File: src/rtl/can_fc_pkg.sv
package can_fc_pkg;
  localparam int NUM_INT  = 3;
  localparam int INT_WARN = 0;
  localparam int INT_PASS = 1;
  localparam int INT_BERR = 2;

  typedef struct packed {
    logic txAdd;
    logic txSub;
    logic rxAdd;
    logic rxSub;
    logic recover;
    logic capture;
    logic capDir;
  } fcStrobe_t;
endpackage

File: src/rtl/can_fc_dpath.sv
module can_fc_dpath
  import can_fc_pkg::*;
#(
  parameter int CNT_W     = 8,
  parameter int TX_STEP   = 8,
  parameter int PASS_LVL  = 128,
  parameter int LIMIT_RST = 96
) (
  input  logic             clk,
  input  logic             rstN,
  input  fcStrobe_t        stb,
  input  logic [1:0]       errType,
  input  logic             limitWr,
  input  logic [CNT_W-1:0] limitData,
  output logic [CNT_W-1:0] tec,
  output logic [CNT_W-1:0] rec,
  output logic             busOffQ,
  output logic             warnFlag,
  output logic             passFlag,
  output logic [1:0]       lastType,
  output logic             lastDir
);
  localparam logic [CNT_W-1:0] PASS_V = CNT_W'(PASS_LVL);
  localparam logic [CNT_W-1:0] LIM_V  = CNT_W'(LIMIT_RST);
  localparam logic [CNT_W:0]   STEP_V = (CNT_W+1)'(TX_STEP);

  logic [CNT_W-1:0] limitQ;
  logic [CNT_W:0]   tecSum;

  assign tecSum = {1'b0, tec} + STEP_V;

  always_ff @(posedge clk) begin
    if (!rstN) begin
      tec     <= '0;
      rec     <= '0;
      busOffQ <= 1'b0;
    end else if (stb.recover) begin
      tec     <= '0;
      rec     <= '0;
      busOffQ <= 1'b0;
    end else begin
      if (stb.txAdd) begin
        if (tecSum[CNT_W]) begin
          tec     <= '1;
          busOffQ <= 1'b1;
        end else begin
          tec <= tecSum[CNT_W-1:0];
        end
      end else if (stb.txSub && tec != '0) begin
        tec <= tec - 1'b1;
      end
      if (stb.rxAdd) begin
        if (rec != '1) rec <= rec + 1'b1;
      end else if (stb.rxSub && rec != '0) begin
        rec <= rec - 1'b1;
      end
    end
  end

  always_ff @(posedge clk) begin
    if (!rstN) begin
      limitQ   <= LIM_V;
      lastType <= 2'b00;
      lastDir  <= 1'b0;
    end else begin
      if (limitWr) limitQ <= limitData;
      if (stb.capture) begin
        lastType <= errType;
        lastDir  <= stb.capDir;
      end
    end
  end

  assign warnFlag = (tec >= limitQ) || (rec >= limitQ);
  assign passFlag = !busOffQ && ((tec >= PASS_V) || (rec >= PASS_V));
endmodule

File: src/rtl/can_fc_ctrl.sv
module can_fc_ctrl
  import can_fc_pkg::*;
(
  input  logic               clk,
  input  logic               rstN,
  input  logic               txErrPulse,
  input  logic               txOkPulse,
  input  logic               rxErrPulse,
  input  logic               rxOkPulse,
  input  logic               recoverDone,
  input  logic               listenOnly,
  input  logic               busOffQ,
  input  logic               warnFlag,
  input  logic               passFlag,
  input  logic [NUM_INT-1:0] intEnable,
  input  logic               intAck,
  output fcStrobe_t          stb,
  output logic [NUM_INT-1:0] intRaw,
  output logic               irq
);
  logic live;
  logic warnPrev, boPrev, passPrev;
  logic [NUM_INT-1:0] setVec;

  assign live = !busOffQ;

  always_comb begin
    stb.txAdd   = live && txErrPulse;
    stb.txSub   = live && txOkPulse && !txErrPulse;
    stb.rxAdd   = live && !listenOnly && rxErrPulse;
    stb.rxSub   = live && !listenOnly && rxOkPulse && !rxErrPulse;
    stb.recover = busOffQ && recoverDone;
    stb.capture = live && (txErrPulse || rxErrPulse);
    stb.capDir  = !txErrPulse;
  end

  always_comb begin
    setVec           = '0;
    setVec[INT_WARN] = (warnFlag != warnPrev) || (busOffQ != boPrev);
    setVec[INT_PASS] = passFlag != passPrev;
    setVec[INT_BERR] = stb.capture;
  end

  always_ff @(posedge clk) begin
    if (!rstN) begin
      warnPrev <= 1'b0;
      boPrev   <= 1'b0;
      passPrev <= 1'b0;
      intRaw   <= '0;
    end else begin
      warnPrev <= warnFlag;
      boPrev   <= busOffQ;
      passPrev <= passFlag;
      intRaw   <= setVec | (intAck ? '0 : intRaw);
    end
  end

  assign irq = |(intRaw & intEnable);
endmodule

File: src/rtl/can_fault_confine.sv
module can_fault_confine
  import can_fc_pkg::*;
#(
  parameter int CNT_W     = 8,
  parameter int TX_STEP   = 8,
  parameter int PASS_LVL  = 128,
  parameter int LIMIT_RST = 96
) (
  input  logic               clk,
  input  logic               rstN,
  input  logic               txErrPulse,
  input  logic               txOkPulse,
  input  logic               rxErrPulse,
  input  logic               rxOkPulse,
  input  logic               recoverDone,
  input  logic [1:0]         errType,
  input  logic               listenOnly,
  input  logic               limitWr,
  input  logic [CNT_W-1:0]   limitData,
  input  logic [NUM_INT-1:0] intEnable,
  input  logic               intAck,
  output logic [CNT_W-1:0]   txErrCnt,
  output logic [CNT_W-1:0]   rxErrCnt,
  output logic               errWarn,
  output logic               errPassive,
  output logic               busOff,
  output logic [NUM_INT-1:0] intRaw,
  output logic               irq,
  output logic [1:0]         lastErrType,
  output logic               lastErrDir
);
  fcStrobe_t stb;

  can_fc_ctrl ctrl_i (
    .clk(clk), .rstN(rstN),
    .txErrPulse(txErrPulse), .txOkPulse(txOkPulse),
    .rxErrPulse(rxErrPulse), .rxOkPulse(rxOkPulse),
    .recoverDone(recoverDone), .listenOnly(listenOnly),
    .busOffQ(busOff), .warnFlag(errWarn), .passFlag(errPassive),
    .intEnable(intEnable), .intAck(intAck),
    .stb(stb), .intRaw(intRaw), .irq(irq)
  );

  can_fc_dpath #(
    .CNT_W(CNT_W), .TX_STEP(TX_STEP),
    .PASS_LVL(PASS_LVL), .LIMIT_RST(LIMIT_RST)
  ) dpath_i (
    .clk(clk), .rstN(rstN), .stb(stb), .errType(errType),
    .limitWr(limitWr), .limitData(limitData),
    .tec(txErrCnt), .rec(rxErrCnt), .busOffQ(busOff),
    .warnFlag(errWarn), .passFlag(errPassive),
    .lastType(lastErrType), .lastDir(lastErrDir)
  );
endmodule

File: config.mk
export PLATFORM = sky130hd
export DESIGN_NAME = can_fault_confine
export DESIGN_NICKNAME = d
export VERILOG_FILES = /design/src/rtl/can_fc_pkg.sv /design/src/rtl/can_fc_dpath.sv /design/src/rtl/can_fc_ctrl.sv /design/src/rtl/can_fault_confine.sv
export SDC_FILE = /design/constraint.sdc
export NUM_CORES = 1
export LEC_CHECK = 0
export ABC_CLOCK_PERIOD_IN_PS = 3900
export BUFFER_PORTS_ARGS = -buffer_cell sky130_fd_sc_hd__buf_2
export CORE_MARGIN = 10
export CORE_UTILIZATION = 45
export CTS_CLUSTER_DIAMETER = 100
export DETAILED_ROUTE_END_ITERATION = 10
export PLACE_DENSITY = 0.74
export REMOVE_ABC_BUFFERS = 1
export SETUP_SLACK_MARGIN = 0.05
export SYNTH_ARGS = -nofsm -noshare
export SYNTH_HDL_FRONTEND = slang
export SYNTH_HIERARCHICAL = 1
export SYNTH_SLANG_ARGS = --single-unit
File: constraint.sdc
create_clock -name clk -period 3.9 [get_ports clk]
set_input_delay 0.975 -clock clk [delete_from_list [all_inputs] [get_ports clk]]
set_output_delay 0.975 -clock clk [all_outputs]
set_load 0.03 [all_outputs]
# Word level (Yosys, flattened, before mapping)
# Index checks and enable logic that the tools add are counted.
# totals
register_bits	34
word_cells	61
# classes
add_sub_neg	4
order_cmp	4
n_eq_ne	5
n_mux	7
n_bitwise	3
reduce_logical	28
# ops
cell	n
$mux 8	6
$ge 8x8->1	2
$ge 8x8->1 const B	2
$reduce_bool 8->1	2
$sub 8x1->8 const B	2
$logic_and 1x1->1	12
$add 8x4->9 const B	1
$add 8x1->8 const B	1
$ne 8x8->1 const B	1
$logic_not 1->1	4
$logic_or 1x1->1	4
$reduce_and 2->1	2
$reduce_bool 2->1	2
$and 3x3->3	1
$mux 3	1
$ne 1x1->1	3
$or 3x3->3	1
$reduce_or 3->1	1
$ne 2x1->1 const B	1
$reduce_or 2->1	1
$not 1->1	1

# Longest topological paths before layout
# logic_depth
ltp_word	7
depth_mapped	9
depth_no_buf	9

# By module
# Netlist, hierarchy kept.
# modules_own_cells
mod	instances	cells_per_inst	area_per_inst_um2	seq_area_each_um2
can_fc_dpath	1	221	1924.3	560.5
can_fc_ctrl	1	29	290.3	120.1

# Least setup slack after synthesis
# OpenSTA, ideal clock, no wires.
# synth_path
path_type	input port to flip-flop
startpoint	input listenOnly
endpoint	register dpath_i.rec[6]
setup_time_ns	0.067
arrival_ns	3.088
required_time_ns	3.833
slack_ns	0.744
cell_stages	8
path_cell_list	nor3b_1 inv_1 ha_1 nor2b_4 o31a_1 or4b_1 a32o_1 a21oi_2
# synth_via
elab_chain_cells	7
word_cells_on_any_way	10
cone_classes	eq/ne: 1; mux: 1; reduce/logical: 8
# synth_rtl
element	line	text
start, declared	can_fault_confine.sv:17	input logic listenOnly,
$logic_not 1->1 (*)	can_fc_ctrl.sv:30, can_fc_ctrl.sv:31	
$logic_and 1x1->1 (*)	can_fc_ctrl.sv:30, can_fc_ctrl.sv:31	
$logic_and 1x1->1 (2 in series)	can_fc_ctrl.sv:31	stb.rxSub = live && !listenOnly && rxOkPulse && !rxErrPulse;
$logic_and 1x1->1	can_fc_dpath.sv:54	end else if (stb.rxSub && rec != '0) begin
$reduce_bool 2->1 (no line)	n/a	
$reduce_and 2->1 (no line)	n/a	
end signal, assigned	can_fc_dpath.sv:53	if (rec != '1) rec <= rec + 1'b1;
end signal, assigned	can_fc_dpath.sv:55	rec <= rec - 1'b1;
end, declared	can_fc_dpath.sv:16	output logic [CNT_W-1:0] rec,
# Mark *: on every way between the ends. The rest lies on a longest branch, timed or not.
# A chain may end at the register's enable or synchronous reset.

# Worst setup path after layout
# layout_path
startpoint	register dpath_i.rec[5]
endpoint	output errWarn
# layout_via
elab_chain_cells	2
# layout_rtl
element	line	text
$ge 8x8->1	can_fc_dpath.sv:74	assign warnFlag = (tec >= limitQ) || (rec >= limitQ);
$logic_or 1x1->1	can_fc_dpath.sv:74	
end, declared	can_fault_confine.sv:24	output logic errWarn,
# No other way between the ends.

==> metrics list <==
* Number of synthesized register bits: 34
- After legalization and detailed placement, the total HPWL measured ~4300 um.
* NumNets Final: 350
- Kind of capture point of the worst setup path: output pin
- On the critical path, the stage with the largest delay is an instance of a2111oi_0.
- CTS sink cnt: 34
- Max VDD drop: 0.241 mV
- The number of hold buffers added after CTS was 0.
* Final worst setup slack: roughly 0.41 ns
- Most area-consuming cells after synthesis: dfxtp_1 (31%), ha_1 (15%), mux2i_1 (6.8%)
* Clk Latency, worst-skew pair: ~0.29 ns
* Worst-path clk slew: ~0.070 ns
- Worst Setup Start Kind: flop
- Setup violations remaining at the end of the flow were counted as 0.
- The tree is rooted in a clkbuf_8.
- Library cell occupying the most area in the post-synthesis netlist: dfxtp_1
- Power density of the placed cells: 467 nW/um^2
- The path class of the tightest hold or removal check is reg2reg.
* Vias after detailed routing: 1962
* Area grow syn2layout: 19.8%
- Total I/O pin count: 49
- Among the stages of the critical path, the cell type that occurs most often is a21o_1.
* Final hold slack: 0.490 ns
* Initial antenna violation count: 0
- Starting density of the core: 0.466
- On the worst path, the slowest cell contributes a delay of 0.53 ns.
- DR WL met3: 178 um
- The floorplan step set the die width to 90.2 um.
- Across every metal layer, demand over resource in global routing totals 0.136.
* Count of input and output buffers: 48
- Period Utilization, post-route: 0.894
- Slew headroom: 0.545
- Post-detailed-route count of antenna-violating nets: 0
* Share of the synthesized area in the top cell type: 0.307
- The max-slew violation count was 0.
* Post-Route Skew: 0.00649 ns
- Worst path bufs/invs: 1
* Core ar.: around 4800 sq um
- Detailed-route wire length: 5400 um
- Status: complete, no violations
* Slew of the pin with the lowest slew margin: 0.682 ns
- After detailed routing, no signal wire sits above met4.
- Clock buffers created by TritonCTS: 5
- 0 antenna diodes ended up in the layout.
- Layout cell share with drive strength beyond 1: 0.213
- Maximum net fanout on the critical path: 6
- After detailed routing, the wire length on met1 is 2550 um.
- Averaged over all synthesized cells, the footprint is roughly 8.9 sq um.
- WL per Instance: 14.7 um
* GR Overflow Total: 0
* Count of mapped cells out of synthesis: 250
- The library cell used most frequently in the layout, excluding fill and tap cells, is buf_2.
- Setup repair after global routing left no endpoint under its margin.
* Max H-tree Level: 2
- The mapped netlist covers roughly 2200 sq um.
* First-pass GRT wire length: 9250 um
- Routed length on met2: 2620 um
- CTS tree: done
- After synthesis, the netlist uses 53 different library cells.
- Number of enable flip-flop cells after synthesis: 0
* Number of remaining DRC errors: 0
- For this run, the top clock speed supported by timing is around 290 MHz.
- After synthesis, the share of flip-flops with an asynchronous set or reset is 0.
- Chip height: about 90 um
- Arrival time at the worst endpoint: 2.51 ns
- Top Family by Delay on Critical Path: compound AO/OA/AOI/OAI gates
* Leading register cell type out of synthesis: dfxtp_1
- Leading cell types in the layout, fill and taps excluded: buf_2 (48), dfxtp_1 (34), ha_1 (26)
- After clock tree synthesis, the repair step resized 0 gates.
- Synth warnings: 6
* Area of the die: 8130 sq um
- The first detailed-routing pass ran for 4 iterations.
* Portion of the post-synthesis area used by sequential elements: 0.307
* Setup Fix Bufs, Post-CTS: 0
- In this run the static leakage power is between 1 and 1.5 nW.
- Largest net degree at the start of global routing: 19
* Total Neg Setup Slack: 0 ns
- STA puts the critical path data required time at 2.92 ns.
- Traced cell by cell, the critical path runs through ha_1 -> a21o_1 -> a21o_1 -> a2111oi_0 -> o221ai_1 -> buf_2.
- Filler cells: 465
- Max_cap viols: 0
* Setup Slack @ Placement: 0.390 ns
- Last weighted congestion value of the routability-driven placer: 0.833
- Number of failing hold endpoints at the final stage: 0
- No sink is reached through more buffers than the 2 on the longest clock path.
* Type of the setup path with the least slack: reg2out
* Per-cell via count in the routed design: 5.33
- The smallest clock period supported by the final layout is computed as 3.49 ns.
* Detailed router's first-iteration violation count: 95
- Final core occ: 0.558
- The floorplan has 25 rows.
- The number of global-route vias before repair came to roughly 1.9k.
## synth_stat cells (5+ instances only)
library cell,number
dfxtp_1,34
xnor2_1,5
a211oi_1,6
a21o_1,8
nand2b_1,5
nor2_1,20
a21oi_1,11
nand4_1,6
inv_1,20
nand2_1,13
ha_1,26
o21ai_0,8
mux2i_1,15
nor2b_1,11
## registers in the layout (all words and copies together) (netlist names)
| name | count |
|---|---|
| ctrl_i/boPrev | 1 |
| ctrl_i/intRaw | 3 |
| ctrl_i/passPrev | 1 |
| ctrl_i/warnPrev | 1 |
| dpath_i/busOffQ | 1 |
| dpath_i/lastDir | 1 |
| dpath_i/lastType | 2 |
| dpath_i/limitQ | 8 |
| dpath_i/rec | 8 |
| dpath_i/tec | 8 |
## metrics by stage
stage	area (sq um)	power, mW	std cells
final	2650	1.24	368
after global routing	2650	1.32	368
after CTS	2650	1.25	368
after detailed placement	2510	0.839	360
after global placement	2510	0.831	360
after floorplan	2180	0.727	244
## where the power goes
group          switching [mW]  internal (mW)
logic                   0.235          0.165
registers              0.0486          0.384
clock network           0.135          0.273
## per-layer routing
layer,up-vias,track usage
li1,999,-
met1,924,0.169
met2,34,0.220
met3,5,0.0291
met4,0,0.0610
met5,-,0
## logic make-up (layout without fill, tap and decap cells)
logic type,after synthesis,after routing,share of synthesized area
AOI/OAI and AO/OA,54,54,0.169
adders and majority gates,27,27,0.156
xor gates and xnor gates,7,7,0.0277
muxes,15,15,0.0678
buffers and inverters,26,77,0.0497
DFF,34,34,0.307
and+or+nand+nor,87,87,0.223
## cell type report
type	instances	area (sq um)	share of cell area
Tap cell	67	83.8	0.0316
Multi-Input combinational cell	190	1420	0.537
Clock buffer	6	82.6	0.0311
Timing Repair Buffer	49	248	0.0934
Inverter	20	75.1	0.0283
Sequential cell	34	681	0.256
Clock inverter	2	60.1	0.0226
## tightest hold or removal path, stage by stage (launching register included)
cell,delay [ns]
dfxtp_1,0.32
nand2b_1,0.07
a21boi_1,0.05
## path summary, 6_finish.rpt
path	start	endpoint	slack, ns	depth (start not counted)
setup / recovery	dpath_i/rec[5]	errWarn	0.41	6
hold / removal	ctrl_i/intRaw[2]	ctrl_i/intRaw[2]	0.49	2
setup reg to reg	dpath_i/busOffQ	dpath_i/rec[6]	1.17	8
hold reg to reg	ctrl_i/intRaw[2]	ctrl_i/intRaw[2]	0.49	2
No activity file was read; power rests on OpenSTA's default activity.
